===== src/rtl/adc_result_fmt_pkg.sv =====
package adc_result_fmt_pkg;
  localparam int unsigned CODE_W   = 10;
  localparam int unsigned NARROW_W = 16;
  localparam int unsigned OUT_W    = 32;

  typedef struct packed {
    logic wide;  // 1: 32-bit field
    logic frac;  // 1: left-justified
    logic sgn;   // 1: offset binary -> two's complement
  } fmt_sel_t;
endpackage


===== src/rtl/adc_result_fmt_recode.sv =====
module adc_result_fmt_recode #(
  parameter int unsigned CODE_W = 10
) (
  input  logic [CODE_W-1:0] code_i,
  input  logic              sgn_i,
  output logic [CODE_W-1:0] val_o
);
  // mid-scale offset removal: flip the top bit
  always_comb begin
    val_o = code_i;
    if (sgn_i) val_o[CODE_W-1] = ~code_i[CODE_W-1];
  end
endmodule


===== src/rtl/adc_result_fmt_place.sv =====
module adc_result_fmt_place #(
  parameter int unsigned CODE_W  = 10,
  parameter int unsigned FIELD_W = 16,
  parameter int unsigned OUT_W   = 32
) (
  input  logic [CODE_W-1:0] val_i,
  input  logic              sgn_i,
  input  logic              frac_i,
  output logic [OUT_W-1:0]  word_o
);
  localparam int unsigned PAD_W = FIELD_W - CODE_W;

  logic [FIELD_W-1:0] field;
  logic               ext_bit;

  assign ext_bit = sgn_i & val_i[CODE_W-1];

  always_comb begin
    if (frac_i) field = {val_i, {PAD_W{1'b0}}};
    else        field = {{PAD_W{ext_bit}}, val_i};
  end

  generate
    if (OUT_W > FIELD_W) begin : g_pad
      assign word_o = {{(OUT_W-FIELD_W){1'b0}}, field};
    end else begin : g_full
      assign word_o = field;
    end
  endgenerate
endmodule


===== src/rtl/adc_result_fmt.sv =====
module adc_result_fmt
  import adc_result_fmt_pkg::*;
#(
  parameter int unsigned CODE_W   = adc_result_fmt_pkg::CODE_W,
  parameter int unsigned NARROW_W = adc_result_fmt_pkg::NARROW_W,
  parameter int unsigned OUT_W    = adc_result_fmt_pkg::OUT_W
) (
  input  logic              clk_i,
  input  logic              rst_ni,
  input  logic [CODE_W-1:0] code_i,
  input  logic [2:0]        fmt_i,
  output logic [OUT_W-1:0]  data_o
);
  localparam int unsigned N_WIDTHS = 2;

  fmt_sel_t           sel;
  logic [CODE_W-1:0]  val;
  logic [OUT_W-1:0]   cand [N_WIDTHS];
  logic [OUT_W-1:0]   data_d;

  assign sel = fmt_sel_t'(fmt_i);

  adc_result_fmt_recode #(.CODE_W(CODE_W)) u_recode (
    .code_i (code_i),
    .sgn_i  (sel.sgn),
    .val_o  (val)
  );

  // index 0: narrow field, index 1: full-width field
  for (genvar g = 0; g < N_WIDTHS; g++) begin : g_width
    localparam int unsigned FW = (g == 0) ? NARROW_W : OUT_W;
    adc_result_fmt_place #(
      .CODE_W (CODE_W),
      .FIELD_W(FW),
      .OUT_W  (OUT_W)
    ) u_place (
      .val_i  (val),
      .sgn_i  (sel.sgn),
      .frac_i (sel.frac),
      .word_o (cand[g])
    );
  end

  assign data_d = sel.wide ? cand[1] : cand[0];

  always_ff @(posedge clk_i or negedge rst_ni) begin
    if (!rst_ni) data_o <= '0;
    else         data_o <= data_d;
  end
endmodule


===== config.mk =====
export PLATFORM = sky130hd
export DESIGN_NAME = adc_result_fmt
export DESIGN_NICKNAME = d
export VERILOG_FILES = /design/src/rtl/adc_result_fmt_pkg.sv /design/src/rtl/adc_result_fmt_recode.sv /design/src/rtl/adc_result_fmt_place.sv /design/src/rtl/adc_result_fmt.sv
export SDC_FILE = /design/constraint.sdc
export NUM_CORES = 1
export LEC_CHECK = 0
export BUFFER_PORTS_ARGS = -buffer_cell sky130_fd_sc_hd__buf_2
export CORE_ASPECT_RATIO = 0.7
export CORE_UTILIZATION = 49
export CTS_CLUSTER_DIAMETER = 40
export DETAILED_ROUTE_END_ITERATION = 10
export PLACE_DENSITY_LB_ADDON = 0.05
export SKIP_CTS_REPAIR_TIMING = 1
export SLEW_MARGIN = 20
export SYNTH_ARGS = -nofsm -noshare
export SYNTH_HDL_FRONTEND = slang
export SYNTH_HIERARCHICAL = 1
export SYNTH_SLANG_ARGS = --single-unit

===== constraint.sdc =====
create_clock -name clk_i -period 0.8 [get_ports clk_i]
set_clock_uncertainty 0.1 [all_clocks]
set_input_delay 0.12 -clock clk_i [delete_from_list [all_inputs] [get_ports clk_i]]
set_output_delay 0.12 -clock clk_i [all_outputs]
set_load 0.02 [all_outputs]

==> flow_summary_export.csv, run 1 <==
group,metric,value,unit
grt,number_of_global_route_vias_before_repair,1125,
synthesis,avgSynthCellArea,12.23,um2
critical_path,worst_path_largest_cell_delay,0.39,ns
synthesis,synth_async_sr_flop_share,100.0,%
drt,detail_route.wirelength,3.060,mm
timing,worst_hold_slack,0.09917,ns
placed_design,weighted_congestion_at_the_end_of_routability_driven_global_placement,0.7488,
timing,period_minus_slack,1.019,ns
grt,grt.total_usage,15.54,%
grt,grt_max_degree,33,
pwr,total_leakage_power,1.339,nW
timing,worst_slack,-0.2192,ns
final_layout,n_antenna_cell,0,
clock_tree,cts.path.max_buffers,2,
drt,drtPass1Iterations,4,
run_status,outcome,"complete, but fails checks",
clock_tree,cts_tree,"done",
synthesis,synth.most_common_cell,"sky130_fd_sc_hd__buf_4",
synthesis,synth_largest_type_area_fraction,40.18,%
die,fp-row-count,18,
final_layout,layout_area_growth_over_synthesis,26.11,%
synthesis,synth_flop_cell,"sky130_fd_sc_hd__dfrtp_1",
clock_tree,cts_root_buffer,"sky130_fd_sc_hd__clkbuf_8",
drt,wire_per_inst,11.91,um
placed_design,place_ws,-0.5346,ns
die,die_footprint,4331,um2
final_layout,finish.utilization,68.06,%
run_status,failed_checks,"setup timing",
die,vertical_extent_of_the_die,55.36,um
drt,vias,1140,
final_layout,largest_reg_flops,32,
timing,pins_over_their_slew_limit,0,
placed_design,hpwl,2.190,mm
pwr,totalPowerFinal,4.269,mW
synthesis,netlist_top_cells_area,"sky130_fd_sc_hd__dfrtp_1 (40%), sky130_fd_sc_hd__mux2_4 (26%), sky130_fd_sc_hd__buf_4 (14%)",
synthesis,yosysUniqueCellTypes,13,
critical_path,worst_path_class_setup,"reg -> out",
final_layout,fraction_of_layout_cells_with_a_size_suffix_above_1,58.45,%
drt,first_iter_violations,21,
critical_path,end_kind,"primary output",
clock_tree,htree_num_levels,2,
final_layout,fin_nets,221,
synthesis,area_of_the_mapped_netlist,1993,um2
die,core_area,3694,um2
hold_path,hold_path_class,"in -> reg",
grt,global_route_wire_length_before_repair,4.961,mm
final_layout,largest_register,"data_o",
drt,post_drt_via_cell_ratio,4.436,
synthesis,synth_top_cells_by_count,"sky130_fd_sc_hd__buf_4 (37), sky130_fd_sc_hd__mux2_4 (34), sky130_fd_sc_hd__dfrtp_1 (32), sky130_fd_sc_hd__nand2_1 (28), sky130_fd_sc_hd__nor2b_1 (16)",
final_layout,n_fill_cell,268,
critical_path,cp-start-kind,"register",
placed_design,port-buffer-count,46,
final_layout,post_layout_nonfiller_instances,257,
synthesis,synthesis.yosys.warnings,6,
drt,ant_nets,0,
timing,post-route-period-util,127.4,%
job,max-cap-violations,0,
die,top_level_ports,47,
clock_tree,cts_inserted_buffers,5,
critical_path,crit_path_top_delay_cell,"sky130_fd_sc_hd__dfrtp_1",
synthesis,synth_top_cell_by_area,"sky130_fd_sc_hd__dfrtp_1",
synthesis,ys_ff_latch,32,
drt,drc_errors,0,
pwr,ir_drop,946.3,uV
timing,max_clock_freq,981.2,MHz
critical_path,worst-endpoint-arrival,0.80,ns
synthesis,proportion_of_synthesized_chip_area_in_sequential_cells,40.18,%
die,initial_utilization,53.96,%
placed_design,dp_cells,246,
pwr,power_per_cell_area,1699,nW/um2
synthesis,syn_inst,163,
synthesis,synth_edf_count,0,
clock_tree,clkSinkCount,32,
grt,grt_antenna_before_repair,0,
critical_path,crit_chain,"buf_6",
grt,overflow,0,
timing,grt_setup_unrepaired,"true",
die,fp.dieW,78.23,um
timing,report.final.setup_viol,58,
final_layout,largest_registers,"data_o: 32 flops",
critical_path,cp_num_buf_inv,1,
timing,finalHoldViolCount,0,
critical_path,critical_path.max_fanout,1,
clock_tree,clkTransAtPathRegs,0.06,ns
critical_path,path_delay_family,"flip-flops",
critical_path,timing.critical_path.required,0.58,ns
==> where the power goes <==
group | internal (mW) | switching [mW]
combinational | 0.677 | 0.518
sequential | 1.76 | 0.0631
clock | 0.685 | 0.570
==> layout make-up <==
class,count,area (um2),area share (%)
multi-input cells,101,910.9,36.24
well taps,50,62.56,2.489
flip-flops and latches,32,800.8,31.86
repair buffers,64,631.9,25.14
inverters,1,7.507,0.2987
clock inverters,2,10.01,0.3982
repair inverters,1,7.507,0.2987
clock buffers,6,82.58,3.285
==> per-stage QoR <==
step	TNS, ns	cell area, um2
2_1_floorplan	-8.327	2090
3_3_place_gp	-13.31	2127
3_5_place_dp	-13.88	2127
4_1_cts	-11.56	2220
5_1_grt	-11.37	2514
6_report	-9.898	2514
==> logic make-up after synthesis <==
family	count (synthesis)	share of synthesized area, %
flip-flops	32	40.18
buffers and inverters	45	19.40
AO/OA/AOI/OAI	2	0.7531
XOR/XNOR	1	0.4395
other	1	0.1881
multiplexers	36	26.74
AND/OR/NAND/NOR	46	12.30
==> layout by cell type, fill, tap and decap left out <==
cell and instances:
sky130_fd_sc_hd__buf_12 2, sky130_fd_sc_hd__buf_2 12, sky130_fd_sc_hd__buf_4 11, sky130_fd_sc_hd__buf_6 35
sky130_fd_sc_hd__buf_8 3, sky130_fd_sc_hd__clkbuf_8 6, sky130_fd_sc_hd__clkinv_2 2, sky130_fd_sc_hd__clkinvlp_4 2
sky130_fd_sc_hd__conb_1 16, sky130_fd_sc_hd__dfrtp_1 32, sky130_fd_sc_hd__dlygate4sd3_1 1, sky130_fd_sc_hd__mux2_4 36
sky130_fd_sc_hd__nand2_1 19, sky130_fd_sc_hd__nand2_2 9, sky130_fd_sc_hd__nand3b_4 2, sky130_fd_sc_hd__nor2b_1 16
sky130_fd_sc_hd__o21a_1 2, sky130_fd_sc_hd__xor2_4 1
==> final timing paths <==
kind | start | to | slack [ns] | cells after the start
worst max-delay path | data_o[23]$_DFF_PN0_ | data_o[23] | -0.22 | 1
max in group asynchronous | rst_ni | data_o[19]$_DFF_PN0_ | 0.20 | 3
worst min-delay path | fmt_i[1] | data_o[25]$_DFF_PN0_ | 0.1 | 4
min in group asynchronous | rst_ni | data_o[4]$_DFF_PN0_ | 0.23 | 3
==> routing by layer <==
layer,wire length (um),up-vias,track usage (%),share of wire [%]
met3,133,3,4.628,4.3
li1,-,553,-,-
met1,1286,553,17.12,42
met5,0,-,0,0
met4,30,0,8.730,0.98
met2,1610,31,26.69,53
Power figures use the tool's default switching activity.
==> run 2: changes to the inputs <==
--- a/config.mk
+++ b/config.mk
@@ -17,3 +17,4 @@
 export SYNTH_HDL_FRONTEND = slang
 export SYNTH_HIERARCHICAL = 1
 export SYNTH_SLANG_ARGS = --single-unit
+export TNS_END_PERCENT = 50
==> flow_summary_export.csv, run 2 (synthesis gave the netlist of run 1 again) <==
group,metric,value,unit
final_layout,finish.utilization,65.68,%
grt,grt.total_usage,14.89,%
die,top_level_ports,47,
run_status,outcome,"complete, but fails checks",
final_layout,largest_reg_flops,32,
grt,global_route_wire_length_before_repair,4.816,mm
hold_path,holdCritStartpoint,"code_i[2]",
critical_path,cp-start-kind,"register",
critical_path,path_delay_family,"flip-flops",
final_layout,fraction_of_layout_cells_with_a_size_suffix_above_1,54.55,%
critical_path,worst_path_class_setup,"reg -> out",
grt,overflow,0,
timing,pins_over_their_slew_limit,0,
timing,worst_slack,-0.2247,ns
critical_path,crit_path_top_delay_cell,"sky130_fd_sc_hd__dfrtp_1",
drt,post_drt_via_cell_ratio,4.398,
clock_tree,cts_tree,"done",
final_layout,layout_area_growth_over_synthesis,21.72,%
critical_path,cp_num_buf_inv,1,
die,core_area,3694,um2
hold_path,min_to,"data_o[24]$_DFF_PN0_",
final_layout,largest_registers,"data_o: 32 flops",
drt,drtPass1Iterations,4,
timing,grt_setup_unrepaired,"true",
pwr,power_per_cell_area,1723,nW/um2
drt,wire_per_inst,11.76,um
critical_path,timing.critical_path.required,0.58,ns
critical_path,worst-endpoint-arrival,0.80,ns
die,vertical_extent_of_the_die,55.36,um
die,fp-row-count,18,
die,initial_utilization,53.96,%
die,fp.dieW,78.23,um
critical_path,crit_chain,"buf_6",
final_layout,largest_register,"data_o",
clock_tree,cts_root_buffer,"sky130_fd_sc_hd__clkbuf_8",
critical_path,worst_path_largest_cell_delay,0.39,ns
placed_design,port-buffer-count,46,
grt,grt_antenna_before_repair,0,
clock_tree,cts_inserted_buffers,5,
drt,first_iter_violations,57,
clock_tree,cts.path.max_buffers,2,
critical_path,critical_path.max_fanout,1,
pwr,total_leakage_power,1.325,nW
clock_tree,clkSinkCount,32,
critical_path,end_kind,"primary output",
timing,report.final.setup_viol,58,
timing,finalHoldViolCount,0,
grt,grt_max_degree,33,
drt,drc_errors,0,
final_layout,fin_nets,223,
die,die_footprint,4331,um2
placed_design,weighted_congestion_at_the_end_of_routability_driven_global_placement,0.7428,
hold_path,hold_path_class,"in -> reg",
timing,period_minus_slack,1.025,ns
drt,ant_nets,0,
timing,post-route-period-util,128.1,%
final_layout,n_antenna_cell,0,
clock_tree,clkTransAtPathRegs,0.06,ns
run_status,failed_checks,"setup timing",
placed_design,place_ws,-0.5377,ns
timing,totalNegativeSetupSlack,-9.433,ns
placed_design,hpwl,2.198,mm
drt,detail_route.wirelength,3.046,mm
timing,worst_hold_slack,0.1161,ns
clock_tree,htree_num_levels,2,
critical_path,worst-path-stages,1,
drt,vias,1139,
hold_path,hold_depth,4,
final_layout,final_common_cell,"sky130_fd_sc_hd__mux2_4",
grt,number_of_global_route_vias_before_repair,1061,
final_layout,final_cell_mix,"sky130_fd_sc_hd__mux2_4 (34), sky130_fd_sc_hd__dfrtp_1 (32), sky130_fd_sc_hd__nand2_1 (28), sky130_fd_sc_hd__buf_2 (25), sky130_fd_sc_hd__buf_6 (21)",
timing,max_clock_freq,975.9,MHz
pwr,ir_drop,872.5,uV
job,max-cap-violations,0,
-- run 2: worst max-delay path by stage --
stage / start / endpoint / slack (ns)
final: data_o[14]$_DFF_PN0_ / data_o[14] / -0.22
after global routing: data_o[14]$_DFF_PN0_ / data_o[14] / -0.26
after CTS: data_o[30]$_DFF_PN0_ / data_o[30] / -0.25
after detailed placement: fmt_i[0] / data_o[10]$_DFF_PN0_ / -0.54
after global placement: fmt_i[0] / data_o[20]$_DFF_PN0_ / -0.48
after floorplan: fmt_i[0] / data_o[11]$_DFF_PN0_ / -0.45
-- run 2: cell type report --
class / instances / area, um2
repair buffers: 66 / 574.3
well taps: 50 / 62.56
multi-input cells: 101 / 880.8
clock inverters: 2 / 10.01
fillers: 290 / 1267
inverters: 1 / 7.507
repair inverters: 1 / 7.507
clock buffers: 6 / 82.58
flip-flops and latches: 32 / 800.8
-- run 2: through the flow --
stage               cells  total power, mW  area, um2
floorplan             178            2.628       2072
global placement      249            2.799       2162
detailed placement    249            2.822       2162
CTS                   257            4.100       2255
global route          259            4.407       2426
finish                259            4.181       2426
-- run 2: metal layers --
| metal | part of all wire, % | GRT usage (%) |
|---|---|---|
| met5 | 0 | 0 |
| met4 | 0.92 | 7.937 |
| met3 | 4.0 | 4.132 |
| met2 | 52 | 24.69 |
| met1 | 43 | 17.53 |
-- run 2: power breakdown --
group	leakage, nW	internal, mW	switching, mW
Sequential	0.400	1.75	0.0514
Clock	0.0510	0.685	0.573
Combinational	0.874	0.608	0.508
